$ cat src/rtl/dma_steal_pkg.sv
package dma_steal_pkg;

    typedef enum logic [1:0] {
        PH_IDLE  = 2'd0,
        PH_ARMED = 2'd1,
        PH_REQ   = 2'd2
    } phase_e;

    typedef enum logic {
        DIR_DEV2MEM = 1'b0,
        DIR_MEM2DEV = 1'b1
    } dir_e;

    localparam logic [1:0] SEL_DEVICE  = 2'd0;
    localparam logic [1:0] SEL_MEMADDR = 2'd1;
    localparam logic [1:0] SEL_COUNT   = 2'd2;
    localparam logic [1:0] SEL_CTRL    = 2'd3;

    localparam int CTRL_START_BIT = 0;
    localparam int CTRL_CLEAR_BIT = 1;

    typedef struct packed {
        logic start;
        logic clear;
    } ctrl_cmd_t;

    typedef struct packed {
        logic step;
        logic finish;
        logic busy;
    } seq_evt_t;

    function automatic ctrl_cmd_t decode_ctrl(input logic we, input logic [1:0] sel,
                                              input logic [1:0] low_bits);
        ctrl_cmd_t c;
        c.start = we && (sel == SEL_CTRL) && low_bits[CTRL_START_BIT];
        c.clear = we && (sel == SEL_CTRL) && low_bits[CTRL_CLEAR_BIT];
        return c;
    endfunction

    function automatic phase_e phase_next(input phase_e cur, input logic start_ok,
                                          input logic cnt_zero, input logic rdy,
                                          input logic gnt);
        phase_e n;
        n = cur;
        unique case (cur)
            PH_IDLE:  if (start_ok) n = PH_ARMED;
            PH_ARMED: if (cnt_zero) n = PH_IDLE;
                      else if (rdy) n = PH_REQ;
            PH_REQ:   if (gnt) n = PH_ARMED;
            default:  n = PH_IDLE;
        endcase
        return n;
    endfunction

endpackage

$ cat src/rtl/dma_cfg_file.sv
module dma_cfg_file
    import dma_steal_pkg::*;
#(
    parameter int DW   = 32,
    parameter int AW   = 32,
    parameter int DEVW = 8,
    parameter int CW   = 16
) (
    input  logic            clk,
    input  logic            rst,
    input  logic            cfg_we,
    input  logic [1:0]      cfg_sel,
    input  logic            cfg_dir,
    input  logic [DW-1:0]   cfg_wdata,
    input  seq_evt_t        evt,
    output logic            start_ok,
    output logic            cnt_zero,
    output dir_e            dir,
    output logic [DEVW-1:0] dev_num,
    output logic [AW-1:0]   addr,
    output logic            done
);
    localparam logic [AW-1:0] ADDR_ONE = AW'(1);
    localparam logic [CW-1:0] CNT_ONE  = CW'(1);

    ctrl_cmd_t       cmd;
    logic            idle_wr;
    logic [CW-1:0]   count_q;

    assign cmd      = decode_ctrl(cfg_we, cfg_sel, cfg_wdata[1:0]);
    assign idle_wr  = cfg_we && !evt.busy;
    assign start_ok = cmd.start && !evt.busy;
    assign cnt_zero = (count_q == '0);

    always_ff @(posedge clk) begin
        if (rst) begin
            dev_num <= '0;
            addr    <= '0;
            count_q <= '0;
            dir     <= DIR_DEV2MEM;
        end else if (evt.step) begin
            addr    <= addr + ADDR_ONE;
            count_q <= count_q - CNT_ONE;
        end else if (idle_wr) begin
            unique case (cfg_sel)
                SEL_DEVICE:  dev_num <= DEVW'(cfg_wdata);
                SEL_MEMADDR: addr    <= AW'(cfg_wdata);
                SEL_COUNT:   count_q <= CW'(cfg_wdata);
                default: begin
                    if (start_ok) dir <= dir_e'(cfg_dir);
                end
            endcase
        end
    end

    always_ff @(posedge clk) begin
        if (rst)                                done <= 1'b0;
        else if (evt.finish)                    done <= 1'b1;
        else if (cmd.clear || start_ok)         done <= 1'b0;
    end

endmodule

$ cat src/rtl/dma_phase_fsm.sv
module dma_phase_fsm
    import dma_steal_pkg::*;
(
    input  logic     clk,
    input  logic     rst,
    input  logic     start_ok,
    input  logic     cnt_zero,
    input  logic     dev_rdy,
    input  logic     bus_gnt,
    output phase_e   phase,
    output seq_evt_t evt
);
    phase_e phase_d;

    assign phase_d    = phase_next(phase, start_ok, cnt_zero, dev_rdy, bus_gnt);
    assign evt.step   = (phase == PH_REQ) && bus_gnt;
    assign evt.finish = (phase == PH_ARMED) && cnt_zero;
    assign evt.busy   = (phase != PH_IDLE);

    always_ff @(posedge clk) begin
        if (rst) phase <= PH_IDLE;
        else     phase <= phase_d;
    end

endmodule

$ cat src/rtl/dma_xfer_route.sv
module dma_xfer_route
    import dma_steal_pkg::*;
#(
    parameter int DW = 32
) (
    input  phase_e        phase,
    input  logic          bus_gnt,
    input  dir_e          dir,
    input  logic [DW-1:0] dev_rdata,
    input  logic [DW-1:0] mem_rdata,
    output logic          bus_req,
    output logic          mem_we,
    output logic          mem_re,
    output logic [DW-1:0] mem_wdata,
    output logic [DW-1:0] dev_wdata,
    output logic          dev_ack
);
    logic owned;

    always_comb begin
        bus_req   = (phase == PH_REQ);
        owned     = bus_req && bus_gnt;
        mem_we    = owned && (dir == DIR_DEV2MEM);
        mem_re    = owned && (dir == DIR_MEM2DEV);
        dev_ack   = owned;
        mem_wdata = mem_we ? dev_rdata : '0;
        dev_wdata = mem_re ? mem_rdata : '0;
    end

endmodule

$ cat src/rtl/dma_steal_engine.sv
module dma_steal_engine
    import dma_steal_pkg::*;
#(
    parameter int DW   = 32,
    parameter int AW   = 32,
    parameter int DEVW = 8,
    parameter int CW   = 16
) (
    input  logic            clk,
    input  logic            rst,
    input  logic            cfg_we,
    input  logic [1:0]      cfg_sel,
    input  logic            cfg_dir,
    input  logic [DW-1:0]   cfg_wdata,
    output logic            bus_req,
    input  logic            bus_gnt,
    output logic [AW-1:0]   mem_addr,
    output logic            mem_we,
    output logic            mem_re,
    output logic [DW-1:0]   mem_wdata,
    input  logic [DW-1:0]   mem_rdata,
    output logic [DEVW-1:0] dev_sel,
    input  logic            dev_rdy,
    input  logic [DW-1:0]   dev_rdata,
    output logic [DW-1:0]   dev_wdata,
    output logic            dev_ack,
    output logic            done,
    output logic            irq
);
    phase_e   phase;
    seq_evt_t evt;
    logic     start_ok;
    logic     cnt_zero;
    dir_e     dir;

    dma_cfg_file #(.DW(DW), .AW(AW), .DEVW(DEVW), .CW(CW)) u_cfg (
        .clk      (clk),
        .rst      (rst),
        .cfg_we   (cfg_we),
        .cfg_sel  (cfg_sel),
        .cfg_dir  (cfg_dir),
        .cfg_wdata(cfg_wdata),
        .evt      (evt),
        .start_ok (start_ok),
        .cnt_zero (cnt_zero),
        .dir      (dir),
        .dev_num  (dev_sel),
        .addr     (mem_addr),
        .done     (done)
    );

    dma_phase_fsm u_fsm (
        .clk     (clk),
        .rst     (rst),
        .start_ok(start_ok),
        .cnt_zero(cnt_zero),
        .dev_rdy (dev_rdy),
        .bus_gnt (bus_gnt),
        .phase   (phase),
        .evt     (evt)
    );

    dma_xfer_route #(.DW(DW)) u_route (
        .phase    (phase),
        .bus_gnt  (bus_gnt),
        .dir      (dir),
        .dev_rdata(dev_rdata),
        .mem_rdata(mem_rdata),
        .bus_req  (bus_req),
        .mem_we   (mem_we),
        .mem_re   (mem_re),
        .mem_wdata(mem_wdata),
        .dev_wdata(dev_wdata),
        .dev_ack  (dev_ack)
    );

    assign irq = done;

endmodule

$ cat config.mk
export PLATFORM = sky130hd
export DESIGN_NAME = dma_steal_engine
export DESIGN_NICKNAME = d
export VERILOG_FILES = /design/src/rtl/dma_steal_pkg.sv /design/src/rtl/dma_cfg_file.sv /design/src/rtl/dma_phase_fsm.sv /design/src/rtl/dma_xfer_route.sv /design/src/rtl/dma_steal_engine.sv
export SDC_FILE = /design/constraint.sdc
export NUM_CORES = 1
export LEC_CHECK = 0
export BUFFER_PORTS_ARGS = -buffer_cell sky130_fd_sc_hd__buf_2
export CORE_AREA = 2 2 96 98
export CTS_CLUSTER_SIZE = 8
export DETAILED_ROUTE_END_ITERATION = 6
export DIE_AREA = 0 0 98 100
export GPL_TIMING_DRIVEN = 0
export PLACE_DENSITY = 0.9
export SLEW_MARGIN = 20
export SYNTH_ARGS = -nofsm -noshare
export SYNTH_HDL_FRONTEND = slang
export SYNTH_SLANG_ARGS = --single-unit
$ cat constraint.sdc
create_clock -name clk -period 2.5 [get_ports clk]
set_input_delay 0.25 -clock clk [delete_from_list [all_inputs] [get_ports clk]]
set_output_delay 0.25 -clock clk [all_outputs]
set_load 0.01 [all_outputs]
==> flow_metrics.py <==
metrics = {
    "cts": {
        "root_buffer": "clkbuf_8",
        "ctsLongestPathBuffers": 2,
        "tritoncts": "done",
        "clk_pin_slew_ps": 70,
        "cts_num_sinks": 60,
        "htree_levels": 3,
        "clk_latency_ps": 350,
        "holdBufCountCts": 0,
        "cts_buffers": 9,
    },
    "sta": {
        "worst_pin_slew_ps": 664.2,
        "clock_skew_ps": 9.928,
        "finalHoldViolCount": 0,
        "slew_headroom": 0.5572,
        "rsz0062_at_grt": "false",
        "setup_viol": 0,
        "drv_slew": 0,
        "max_freq_ghz": 0.4282,
        "min_period_over_period": 0.9342,
        "period_needed_ps": 2336,
    },
    "final_layout": {
        "area_growth_pct": 36.21,
        "final_common_cell": "buf_2",
        "drive_gt1_frac": 0.3452,
        "final_cell_mix": "214 x buf_2, 60 x dfxtp_1, 44 x nand2_1",
        "layout.nets": 833,
        "antenna_cells": 0,
        "n_fill_cell": 840,
        "stdcell_area_um2": 5239,
    },
    "detailed_routing": {
        "viasPerCell": 5.995,
        "drc_errors": 0,
        "first_pass_iters": 6,
        "drtIter0Drc": 547,
        "drtAntennaViolNets": 0,
        "wl_per_cell_um": 17.22,
        "vias": 5042,
        "wl_um": 14480,
    },
    "place": {
        "dpl_cell_area_um2": 5046,
        "port_buffers": 212,
        "dp_hpwl_um": 11020,
        "place_congestion": 0.9306,
    },
    "die": {
        "die-area_um2": 9800,
        "boundaryPins": 214,
        "start_util": 0.4327,
        "rows": 35,
        "die_x_um": 98,
        "die_h_um": 100,
        "coreArea_um2": 8890,
    },
    "yosys": {
        "yosys_warnings": 0,
        "synth_area_um2": 3846,
        "syn-mean-instance-area_um2": 7.646,
        "synth_top_area_frac": 0.3123,
        "syn_nets": 609,
        "ys_ff_latch": 60,
        "synth-main-ff-cell": "dfxtp_1",
        "synth_edf_count": 0,
        "async_flop_share": 0,
        "synthTopCellsByArea": "dfxtp_1 31%, and3_1 6.8%, and2_1 6.5%",
        "synth_cell_type_count": 60,
        "synth-seq-area-share": 0.3123,
        "synthCells": 503,
        "yosysTopAreaCell": "dfxtp_1",
    },
    "status": {
        "status": "completed",
    },
    "power": {
        "p_leak_nw": 2.526,
        "total_power_mw": 2.157,
        "power_per_cell_area_nw_per_um2": 411.8,
        "ir_worst_vdd_mv": 0.2580,
    },
    "worst_setup_path": {
        "path_class": "reg -> out",
        "cp-end-kind": "output pin",
        "worstPathMaxFanout": 10,
        "worst_path_max_delay_cell": "dfxtp_1",
        "startpoint_type": "register",
        "cp.arrival_ps": 2090,
        "crit_chain": "buf_2, nand3b_1, nor2_2, clkbuf_1, and2_1, buf_2",
        "worstPathRequired_ps": 2250,
        "critPathMaxStageDelay_ps": 320,
        "cp_common_cell": "buf_2",
        "path_buf_inv": 3,
        "crit_family": "simple AND/OR/NAND/NOR gates",
    },
    "worst_hold_path": {
        "hp-class": "in -> reg",
    },
    "global_routing": {
        "grt_pass1_wl_um": 21790,
        "antenna_found_initial": 0,
        "grtUsageTotal": 0.2777,
        "grt_overflow": 0,
        "grt_max_degree": 20,
        "grt_pass1_vias": 4425,
    },
    "run": {
        "cap_violations": 0,
    },
}
[metrics by stage]
stage          utilization  hold WS, ps  TNS (ps)  setup WS (ps)  cells
3_5_place_dp        0.5676        486.6    -236.3         -116.3    826
2_1_floorplan            -        393.9         0          557.5    503
5_1_grt             0.5893        149.2         0          15.49    841
4_1_cts             0.5893        142.3         0          155.5    841
6_report            0.5893        140.5         0          164.5    841
3_3_place_gp        0.5676        471.5    -189.6         -109.1    826
[cell type report]
| cell class | count | area, µm² | share of cell area |
|---|---|---|---|
| inverter | 12 | 47.55 | 0.009076 |
| multi-input combinational | 392 | 2441 | 0.4660 |
| buffer | 38 | 158.9 | 0.03033 |
| clock buffer | 12 | 165.2 | 0.03153 |
| sequential | 60 | 1201 | 0.2293 |
| tap | 111 | 138.9 | 0.02651 |
| timing repair buffer | 214 | 1076 | 0.2054 |
| clock inverter | 2 | 10.01 | 0.001911 |
[where the power goes]
part	internal, mW	leakage (nW)	total (mW)	switching, mW
combinational	0.136	1.94	0.310	0.174
sequential	0.990	0.488	1.03	0.0422
clock	0.427	0.0941	0.815	0.388
[worst paths after layout]
| kind | startpoint | end | slack, ps | depth (start not counted) |
|---|---|---|---|---|
| worst min-delay path | cfg_dir | u_cfg.dir | 140 | 3 |
| worst max-delay path | u_fsm.phase[1] | mem_wdata[8] | 160 | 6 |
| worst max register to register | u_fsm.phase[1] | u_cfg.addr[21] | 300 | 6 |
| worst min register to register | u_cfg.dev_num[3] | u_cfg.dev_num[3] | 500 | 2 |
[synth_stat cells, types with 11 or more instances]
| cell type | number |
|---|---|
| a211oi_1 | 12 |
| a21oi_1 | 16 |
| a31oi_1 | 25 |
| and2_1 | 40 |
| and3_1 | 42 |
| clkbuf_1 | 33 |
| dfxtp_1 | 60 |
| inv_1 | 11 |
| nand2_1 | 44 |
| nand3_1 | 19 |
| nand4_1 | 13 |
| nor2_1 | 34 |
| nor4_1 | 17 |
| or4_1 | 13 |
[state kept, by name, indices dropped and copies added (netlist names)]
register	flops
u_cfg.addr	32
u_cfg.count_q	16
u_cfg.dev_num	8
u_cfg.dir	1
u_cfg.done	1
u_fsm.phase	2
[cell families (layout without fill, tap and decap cells)]
group / count (synthesis) / after routing / share of synthesized area
AOI/OAI and AO/OA: 117 / 117 / 0.2154
and+or+nand+nor: 262 / 262 / 0.3842
buffers and inverters: 51 / 278 / 0.05367
muxes: 9 / 9 / 0.02342
adders and majority gates: 2 / 2 / 0.006505
xor gates and xnor gates: 2 / 2 / 0.004555
DFF: 60 / 60 / 0.3123
[worst min-delay path: cells and delay by family]
family,cells,cell delay [ps]
muxes,1,60
buffers and inverters,1,70
and+or+nand+nor,1,70
[per-layer routing]
layer / GRT usage / share of wire / up-vias
met4: 0.1218 / 0.029 / 0
li1: - / - / 2362
met5: 0 / 0 / -
met3: 0.05292 / 0.096 / 45
met2: 0.4563 / 0.48 / 332
met1: 0.3572 / 0.40 / 2303
[timing repair]
item,4_1_cts,5_1_grt
gates resized for setup,3,0
endpoints found under the setup margin,47,0
endpoints found under the hold margin,0,0
buffers inserted,2,0
(Power assumes the default switching activity.)
